## src/rtl/busdma_pkg.sv

```systemverilog
`timescale 1ns/1ps
package busdma_pkg;

    typedef enum logic [1:0] {
        OP_IDLE  = 2'd0,
        OP_START = 2'd1,
        OP_FLUSH = 2'd2,
        OP_ABORT = 2'd3
    } dma_op_e;

    localparam logic [2:0] RA_CMD   = 3'd0;
    localparam logic [2:0] RA_STAT  = 3'd1;
    localparam logic [2:0] RA_SADDR = 3'd2;
    localparam logic [2:0] RA_SCNT  = 3'd3;
    localparam logic [2:0] RA_CADDR = 3'd4;
    localparam logic [2:0] RA_REM   = 3'd5;

    localparam int CB_DIR = 4;
    localparam int CB_IEN = 5;

endpackage

```

## src/rtl/busdma_inbuf.sv

```systemverilog
`timescale 1ns/1ps
module busdma_inbuf #(
    parameter int DEPTH = 4,
    localparam int BW = $clog2(DEPTH + 1),
    localparam int PW = (DEPTH > 1) ? $clog2(DEPTH) : 1
) (
    input  logic          clk,
    input  logic          rst_n,
    input  logic          clr,
    input  logic          push,
    input  logic [7:0]    wdata,
    input  logic          pop,
    output logic [7:0]    rdata,
    output logic [BW-1:0] count,
    output logic          full,
    output logic          empty
);

    typedef struct packed {
        logic [DEPTH-1:0][7:0] data;
        logic [PW-1:0]         rd;
        logic [PW-1:0]         wr;
        logic [BW-1:0]         cnt;
    } buf_t;

    buf_t buf_d, buf_q;

    function automatic logic [PW-1:0] step(input logic [PW-1:0] p);
        return (p == PW'(DEPTH - 1)) ? '0 : p + PW'(1);
    endfunction

    always_comb begin
        buf_d = buf_q;
        if (clr) begin
            buf_d.rd  = '0;
            buf_d.wr  = '0;
            buf_d.cnt = '0;
        end else begin
            if (push) begin
                buf_d.data[buf_q.wr] = wdata;
                buf_d.wr = step(buf_q.wr);
            end
            if (pop) begin
                buf_d.rd = step(buf_q.rd);
            end
            buf_d.cnt = buf_q.cnt + BW'(push) - BW'(pop);
        end
    end

    always_ff @(posedge clk or negedge rst_n) begin
        if (!rst_n) buf_q <= '0;
        else        buf_q <= buf_d;
    end

    assign rdata = buf_q.data[buf_q.rd];
    assign count = buf_q.cnt;
    assign full  = (buf_q.cnt == BW'(DEPTH));
    assign empty = (buf_q.cnt == '0);

    assert_no_overflow_R3: assert property (@(posedge clk) disable iff (!rst_n)
        (push && !clr) |-> !full);
    assert_no_underflow_R3: assert property (@(posedge clk) disable iff (!rst_n)
        (pop && !clr) |-> !empty);

endmodule

```

## src/rtl/busdma_ctrl.sv

```systemverilog
`timescale 1ns/1ps
module busdma_ctrl
    import busdma_pkg::*;
#(
    parameter int AW      = 32,
    parameter int MAX_SEG = 4096,
    parameter int DEPTH   = 4,
    localparam int CW = $clog2(MAX_SEG + 1),
    localparam int BW = $clog2(DEPTH + 1)
) (
    input  logic          clk,
    input  logic          rst_n,
    input  logic          reg_wr,
    input  logic [2:0]    reg_addr,
    input  logic [31:0]   reg_wdata,
    input  logic          in_valid,
    output logic          in_ready,
    output logic          out_valid,
    output logic [7:0]    out_data,
    input  logic          out_ready,
    output logic          mem_req,
    output logic          mem_we,
    output logic [AW-1:0] mem_addr,
    input  logic          mem_gnt,
    input  logic [7:0]    mem_rdata,
    input  logic          mem_err,
    input  logic [BW-1:0] fifo_count,
    input  logic          fifo_full,
    input  logic          fifo_empty,
    output logic          fifo_push,
    output logic          fifo_pop,
    output logic          fifo_clr,
    output dma_op_e       op,
    output logic          dir,
    output logic          ien,
    output logic [AW-1:0] saddr,
    output logic [CW-1:0] scnt,
    output logic [AW-1:0] caddr,
    output logic [CW-1:0] rem,
    output logic [3:0]    status
);

    typedef struct packed {
        dma_op_e       op;
        logic          dir;
        logic          ien;
        logic [AW-1:0] saddr;
        logic [CW-1:0] scnt;
        logic [AW-1:0] caddr;
        logic [CW-1:0] rem;
        logic          done;
        logic          err;
        logic          abt;
        logic          fcmp;
        logic          batch;
        logic          oval;
        logic [7:0]    odat;
    } st_t;

    st_t st_d, st_q;

    logic          cmd_wr;
    dma_op_e       new_op;
    logic [CW-1:0] buf_cnt;
    logic          accept_in, wr_req, rd_req, xfer_ok, xfer_bad;

    always_comb begin
        cmd_wr    = reg_wr && (reg_addr == RA_CMD);
        new_op    = dma_op_e'(reg_wdata[1:0]);
        buf_cnt   = CW'(fifo_count);
        accept_in = (st_q.op == OP_START) && st_q.dir && !st_q.err
                    && !fifo_full && (buf_cnt < st_q.rem);
        wr_req    = ((st_q.op == OP_START) || (st_q.op == OP_FLUSH)) && st_q.dir
                    && !st_q.err && !fifo_empty
                    && (st_q.batch || fifo_full || (buf_cnt == st_q.rem)
                        || (st_q.op == OP_FLUSH));
        rd_req    = (st_q.op == OP_START) && !st_q.dir && !st_q.err
                    && (st_q.rem != '0) && !st_q.oval;
        mem_req   = wr_req || rd_req;
        xfer_ok   = mem_req && mem_gnt && !mem_err && !cmd_wr;
        xfer_bad  = mem_req && mem_gnt &&  mem_err && !cmd_wr;
        fifo_push = in_valid && accept_in && !cmd_wr;
        fifo_pop  = xfer_ok && st_q.dir;
        fifo_clr  = cmd_wr && (new_op != OP_FLUSH);

        st_d = st_q;
        if (xfer_ok) begin
            st_d.caddr = st_q.caddr + AW'(1);
            st_d.rem   = st_q.rem - CW'(1);
            if (!st_q.dir) begin
                st_d.oval = 1'b1;
                st_d.odat = mem_rdata;
            end
        end
        if (xfer_bad) st_d.err = 1'b1;
        if (st_q.oval && out_ready) st_d.oval = 1'b0;
        if (fifo_full) st_d.batch = 1'b1;
        if (fifo_pop && (fifo_count == BW'(1)) && !fifo_push) st_d.batch = 1'b0;
        if ((st_q.op == OP_START) && (st_q.rem == '0) && fifo_empty) st_d.done = 1'b1;
        if ((st_q.op == OP_FLUSH) && st_q.dir && fifo_empty && !st_q.err) st_d.fcmp = 1'b1;

        if (reg_wr) begin
            case (reg_addr)
                RA_SADDR: st_d.saddr = reg_wdata[AW-1:0];
                RA_SCNT:  st_d.scnt  = (reg_wdata > 32'(MAX_SEG)) ? CW'(MAX_SEG)
                                                                    : reg_wdata[CW-1:0];
                RA_CMD: begin
                    st_d.op  = new_op;
                    st_d.dir = reg_wdata[CB_DIR];
                    st_d.ien = reg_wdata[CB_IEN];
                    if (new_op != OP_FLUSH) begin
                        st_d.batch = 1'b0;
                        st_d.oval  = 1'b0;
                    end
                    if ((new_op == OP_IDLE) || (new_op == OP_START)) begin
                        st_d.done = 1'b0;
                        st_d.err  = 1'b0;
                        st_d.abt  = 1'b0;
                        st_d.fcmp = 1'b0;
                    end
                    if (new_op == OP_START) begin
                        st_d.caddr = st_q.saddr;
                        st_d.rem   = st_q.scnt;
                    end
                    if (new_op == OP_ABORT) st_d.abt = 1'b1;
                end
                default: ;
            endcase
        end
    end

    always_ff @(posedge clk or negedge rst_n) begin
        if (!rst_n) st_q <= '0;
        else        st_q <= st_d;
    end

    assign in_ready  = accept_in;
    assign out_valid = st_q.oval;
    assign out_data  = st_q.odat;
    assign mem_we    = st_q.dir;
    assign mem_addr  = st_q.caddr;
    assign op        = st_q.op;
    assign dir       = st_q.dir;
    assign ien       = st_q.ien;
    assign saddr     = st_q.saddr;
    assign scnt      = st_q.scnt;
    assign caddr     = st_q.caddr;
    assign rem       = st_q.rem;
    assign status    = {st_q.fcmp, st_q.abt, st_q.err, st_q.done};

    assert_quiet_when_stopped_R8: assert property (@(posedge clk) disable iff (!rst_n)
        ((st_q.op == OP_IDLE) || (st_q.op == OP_ABORT)) |-> !mem_req);
    assert_err_blocks_R10: assert property (@(posedge clk) disable iff (!rst_n)
        st_q.err |-> !mem_req);
    assert_seg_cap_R6: assert property (@(posedge clk) disable iff (!rst_n)
        (st_q.rem <= CW'(MAX_SEG)) && (st_q.scnt <= CW'(MAX_SEG)));
    assert_count_step_R2: assert property (@(posedge clk) disable iff (!rst_n)
        (mem_req && mem_gnt && !mem_err && !cmd_wr) |=> (st_q.rem == $past(st_q.rem) - CW'(1)));
    assert_done_at_zero_R2: assert property (@(posedge clk) disable iff (!rst_n)
        $rose(st_q.done) |-> ($past(st_q.rem) == '0));
    assert_zero_no_req_R5: assert property (@(posedge clk) disable iff (!rst_n)
        (st_q.rem == '0) |-> !mem_req);

endmodule

```

## src/rtl/busdma_chan.sv

```systemverilog
`timescale 1ns/1ps
module busdma_chan
    import busdma_pkg::*;
#(
    parameter int AW      = 32,
    parameter int MAX_SEG = 4096,
    parameter int DEPTH   = 4
) (
    input  logic          clk,
    input  logic          rst_n,
    input  logic          reg_wr,
    input  logic [2:0]    reg_addr,
    input  logic [31:0]   reg_wdata,
    output logic [31:0]   reg_rdata,
    input  logic          in_valid,
    input  logic [7:0]    in_data,
    output logic          in_ready,
    output logic          out_valid,
    output logic [7:0]    out_data,
    input  logic          out_ready,
    output logic          mem_req,
    output logic          mem_we,
    output logic [AW-1:0] mem_addr,
    output logic [7:0]    mem_wdata,
    input  logic          mem_gnt,
    input  logic [7:0]    mem_rdata,
    input  logic          mem_err,
    output logic          irq
);

    localparam int CW = $clog2(MAX_SEG + 1);
    localparam int BW = $clog2(DEPTH + 1);

    logic [BW-1:0] fifo_count;
    logic          fifo_full, fifo_empty, fifo_push, fifo_pop, fifo_clr;
    dma_op_e       op;
    logic          dir, ien;
    logic [AW-1:0] saddr, caddr;
    logic [CW-1:0] scnt, rem;
    logic [3:0]    status;

    busdma_inbuf #(.DEPTH(DEPTH)) u_inbuf (
        .clk   (clk),
        .rst_n (rst_n),
        .clr   (fifo_clr),
        .push  (fifo_push),
        .wdata (in_data),
        .pop   (fifo_pop),
        .rdata (mem_wdata),
        .count (fifo_count),
        .full  (fifo_full),
        .empty (fifo_empty)
    );

    busdma_ctrl #(.AW(AW), .MAX_SEG(MAX_SEG), .DEPTH(DEPTH)) u_ctrl (
        .clk        (clk),
        .rst_n      (rst_n),
        .reg_wr     (reg_wr),
        .reg_addr   (reg_addr),
        .reg_wdata  (reg_wdata),
        .in_valid   (in_valid),
        .in_ready   (in_ready),
        .out_valid  (out_valid),
        .out_data   (out_data),
        .out_ready  (out_ready),
        .mem_req    (mem_req),
        .mem_we     (mem_we),
        .mem_addr   (mem_addr),
        .mem_gnt    (mem_gnt),
        .mem_rdata  (mem_rdata),
        .mem_err    (mem_err),
        .fifo_count (fifo_count),
        .fifo_full  (fifo_full),
        .fifo_empty (fifo_empty),
        .fifo_push  (fifo_push),
        .fifo_pop   (fifo_pop),
        .fifo_clr   (fifo_clr),
        .op         (op),
        .dir        (dir),
        .ien        (ien),
        .saddr      (saddr),
        .scnt       (scnt),
        .caddr      (caddr),
        .rem        (rem),
        .status     (status)
    );

    always_comb begin
        reg_rdata = '0;
        case (reg_addr)
            RA_CMD: begin
                reg_rdata[1:0]    = op;
                reg_rdata[CB_DIR] = dir;
                reg_rdata[CB_IEN] = ien;
            end
            RA_STAT:  reg_rdata[3:0]    = status;
            RA_SADDR: reg_rdata[AW-1:0] = saddr;
            RA_SCNT:  reg_rdata[CW-1:0] = scnt;
            RA_CADDR: reg_rdata[AW-1:0] = caddr;
            RA_REM:   reg_rdata[CW-1:0] = rem;
            default:  reg_rdata = '0;
        endcase
    end

    assign irq = ien && (status[0] || status[1] || status[2]);

    assert_irq_source_R12: assert property (@(posedge clk) disable iff (!rst_n)
        irq |-> (status[2:0] != 3'b000));

endmodule

```

## config.mk

```make
export PLATFORM = sky130hd
export DESIGN_NAME = busdma_chan
export DESIGN_NICKNAME = d
export VERILOG_FILES = /design/src/rtl/busdma_pkg.sv /design/src/rtl/busdma_inbuf.sv /design/src/rtl/busdma_ctrl.sv /design/src/rtl/busdma_chan.sv
export SDC_FILE = /design/constraint.sdc
export NUM_CORES = 1
export LEC_CHECK = 0
export BUFFER_PORTS_ARGS = -buffer_cell sky130_fd_sc_hd__buf_2
export CORE_MARGIN = 4
export CORE_UTILIZATION = 40
export CTS_BUF_LIST = sky130_fd_sc_hd__clkbuf_8
export DETAILED_ROUTE_END_ITERATION = 6
export GPL_TIMING_DRIVEN = 0
export PLACE_DENSITY_LB_ADDON = 0.2
export SLEW_MARGIN = 20
export SYNTH_ARGS = -nofsm -noshare
export SYNTH_HDL_FRONTEND = slang
export SYNTH_SLANG_ARGS = --single-unit
```

## constraint.sdc

```tcl
create_clock -name clk -period 4.1 [get_ports clk]
set_input_delay 0.41 -clock clk [delete_from_list [all_inputs] [get_ports clk]]
set_output_delay 0.41 -clock clk [all_outputs]
set_load 0.05 [all_outputs]
```

==> results by group <==
Status
  – Status: complete, no violations

Worst setup path
  – Element type at the critical path start: flop
  – Critical setup path kind: flop to flop
  – Worst R2R End: u_inbuf.count[2]
  – R2R cell count: 13
  – Endpoint type of the worst setup path: flop
  – Critical Path RT: 4.41 ns
  – Setup slack, reg-to-reg: 0.37 ns
  – Reg-to-reg startpoint: u_ctrl.rem[2]
  – CP Data Arrival Time: between 4 and 5 ns
  – CP max FO: 10

Power
  – PD cells: 610.7 nW/um2
  – Tot Pwr: 5.854 mW
  – Leak Pwr: 4.442 nW
  – VDD IR max: 0.2431 mV

Yosys
  – Synthesized instance count: slightly below 800
  – Most common cell in the netlist: dfrtp_1
  – Synth unique cells: 61
  – Synthesized cell area: just over 8000 um2
  – Area share of the largest cell type after synthesis: 0.4554
  – Post-synthesis xor/xnor area fraction: 0.02928
  – Commonest cells post-synth: dfrtp_1, nand2_1, mux2_2
  – Number of synthesized flops with an enable pin: 0
  – Area share of fa/ha/maj cells after synthesis: 0.02416
  – Register area share after synthesis: 0.4554
  – Synth Area in Simple Gates: 0.1479
  – Post-synthesis mux area share: 0.1413
  – Ranking of synthesized cells by area: dfrtp_1, mux2_2, buf_4
  – Synth Net Count: 857
  – Synth area leader: dfrtp_1
  – Fraction of registers with async set/reset: 1.000
  – Yosys warns: 0
  – Avg Cell Area, Syn: 10.30 um2
  – Largest family of logic cells by synthesized area: simple AND/OR/NAND/NOR gates
  – Synth Register Bits: 147
  – Synth Flop Type: dfrtp_1
  – Synth Area in Compound Gates: 0.1368

Run
  – Max cap viols: 0

Floorplanning
  – Initial Util: 0.4110
  – I/O pin count: 143
  – Chip height: 150.1 um
  – Core ar.: 19650 um2
  – Die X-Extent: between 150 and 200 um
  – Die ar.: roughly 23000 um2
  – Std cell rows: 51

Drt
  – Met2 WL: between 10000 and 15000 um
  – DRT iter0 DRCs: 407
  – Drc violations: 0
  – Top Layer Used: met4
  – Wire per inst: about 20 um
  – WL final: 23980 um
  – Vias per inst: 5.495
  – Post-route ant nets: 0
  – Metal-1 WL: about 11000 um
  – Pre-antenna DRT Iters: 5
  – Vias: 6720
  – Met3 wire len: 1401 um

Global routing
  – Antenna violations before repair: 0
  – First-pass GRT wire length: between 30000 and 40000 um
  – Largest net degree at the start of global routing: 78
  – Overall Global Routing Usage: 0.2140
  – Total gr overflow: 0
  – Number of global-route vias before repair: roughly 6.5k

CTS
  – H-tree depth: 4
  – Postcts setup bufs: 0
  – Hold Buf Count CTS: 1
  – Num CTS Buffers: 17
  – Max clock buf depth: 2
  – Reg clk slew, reported paths: 0.09 ns
  – CTS tree: built
  – Clock sinks: 147
  – Skew-Pair Late Insertion Delay: about 0.45 ns
  – Post_cts resized: 0
  – Clk root buf: clkbuf_8

STA
  – Slew at the pin with the worst max-slew slack: slightly below 1 ns
  – Setup TNS: 0 ns
  – RSZ-0062 raised after global routing: false
  – Crit share post-route: 0.9088
  – Final Hold Fails: 0
  – Endpoints failing setup: 0
  – Final min period: ~3.7 ns
  – FMAX: between 0.2 and 0.3 GHz
  – Count of pins over their slew limit: 0
  – Final worst slack: 0.3741 ns
  – Clock Skew: 0.008453 ns
  – Slew headroom: 0.3387

Final layout
  – Post-layout net count: 1018
  – Layout cells sized above 1: 0.3111
  – Synth-to-layout area growth: 18.66%
  – ANT cells: 0
  – Filler instances: 1939

Min path
  – Worst Hold Class: primary input to flop
  – Worst Hold Launch: mem_rdata[1]
  – Hold depth: 3
  – Hold EP: u_ctrl.out_data[1]

Placed design
  – Port Buf Inserts: 140
  – Worst slack at placement: about 0.11 ns
  – Dpl hpwl: 17510 um
  – GP Congestion: 0.8570
==> critical path, cell delays in order, from the launching register on <==
cell and delay, ns:
dfrtp_1 0.48, inv_1 0.15, ha_1 0.31, and3_1 0.15, and4_1 0.22, o21ai_1 0.32, clkbuf_1 0.51, nand2_1 0.33
nand3b_1 0.26, nand2_1 0.08, ha_1 0.19, fa_1 0.37, xnor2_1 0.16, nor2_1 0.05
==> sequential cells by signal (all words and copies together), names as in the netlist <==
register / flops
u_inbuf.buf_q: 36
u_ctrl.caddr: 32
u_ctrl.saddr: 32
u_ctrl.rem: 13
u_ctrl.scnt: 13
u_ctrl.out_data: 8
u_ctrl.status: 4
u_inbuf.count: 3
u_ctrl.op: 2
u_ctrl.dir: 1
u_ctrl.ien: 1
u_ctrl.out_valid: 1
u_ctrl.st_q: 1
==> metrics by stage <==
stage               hold WS (ns)  area [um2]    util  cells
finish                    0.1431        9585  0.4877   1223
global placement          0.4613        9110  0.4635   1189
CTS                       0.1120        9585  0.4877   1223
detailed placement        0.4122        9148  0.4654   1190
global route              0.1174        9585  0.4877   1223
floorplan                 0.1144        8078       -    784
==> area by class of cell <==
| cell class | instances | area, um2 | area share |
|---|---|---|---|
| Buffer | 82 | 459.2 | 0.04790 |
| Clock buffer | 18 | 247.7 | 0.02585 |
| Clock inverter | 14 | 180.2 | 0.01880 |
| Inverter | 18 | 67.56 | 0.007049 |
| Multi-Input combinational cell | 537 | 3872 | 0.4040 |
| Sequential cell | 147 | 3679 | 0.3838 |
| Tap cell | 265 | 331.6 | 0.03459 |
| Timing Repair Buffer | 142 | 748.2 | 0.07806 |
==> layer usage <==
layer,vias to the layer above,GRT usage
met2,212,0.3397
met3,20,0.03642
met5,-,0
li1,3149,-
met4,0,0.04849
met1,3339,0.3085
==> report_power, final <==
part	internal, mW	switching [mW]	leakage [nW]
sequential	1.84	0.458	1.86
combinational	0.852	1.48	2.37
clock	0.626	0.604	0.209
total	3.32	2.54	4.44
==> worst max path at each step <==
stage                              from                to  slack [ns]  cells after the start
after floorplan             reg_addr[0]  u_inbuf.count[2]        1.12                     12
after global placement      reg_addr[0]  u_inbuf.count[2]        0.19                     12
after detailed placement    reg_addr[0]  u_inbuf.count[2]        0.11                     12
after CTS                 u_ctrl.rem[2]  u_inbuf.count[2]        0.39                     13
after global routing      u_ctrl.rem[2]  u_inbuf.count[2]        0.17                     13
final                     u_ctrl.rem[2]  u_inbuf.count[2]        0.37                     13
==> layout by cell type, fill, tap and decap left out, drive strengths merged, types with 4 or more instances in the layout <==
| cell | netlist | final |
|---|---|---|
| mux2i | 24 | 24 |
| clkinv | 0 | 5 |
| or4 | 10 | 10 |
| clkbuf | 35 | 53 |
| buf | 47 | 188 |
| nor3 | 12 | 12 |
| nor2b | 6 | 6 |
| a22o | 31 | 31 |
| dfrtp | 147 | 147 |
| o21ai | 29 | 29 |
| nor2 | 60 | 60 |
| o22ai | 8 | 8 |
| or3 | 14 | 14 |
| nand3 | 15 | 15 |
| a21oi | 32 | 32 |
| inv | 18 | 21 |
| xor2 | 4 | 4 |
| nand2 | 73 | 73 |
| a211oi | 11 | 11 |
| xnor2 | 23 | 23 |
| ha | 14 | 14 |
| a31oi | 22 | 22 |
| mux4 | 8 | 8 |
| o31ai | 7 | 7 |
| nand2b | 4 | 4 |
| nand4 | 10 | 10 |
| and3 | 6 | 6 |
| a2111oi | 5 | 5 |
| mux2 | 64 | 64 |
| nor4 | 12 | 12 |
==> cells by family after synthesis <==
family	count (synthesis)
buffers and inverters	100
AOI/OAI and AO/OA	164
muxes	96
adders and majority gates	15
and+or+nand+nor	235
xor gates and xnor gates	27
DFF	147
No activity file was read; power rests on OpenSTA's default activity.
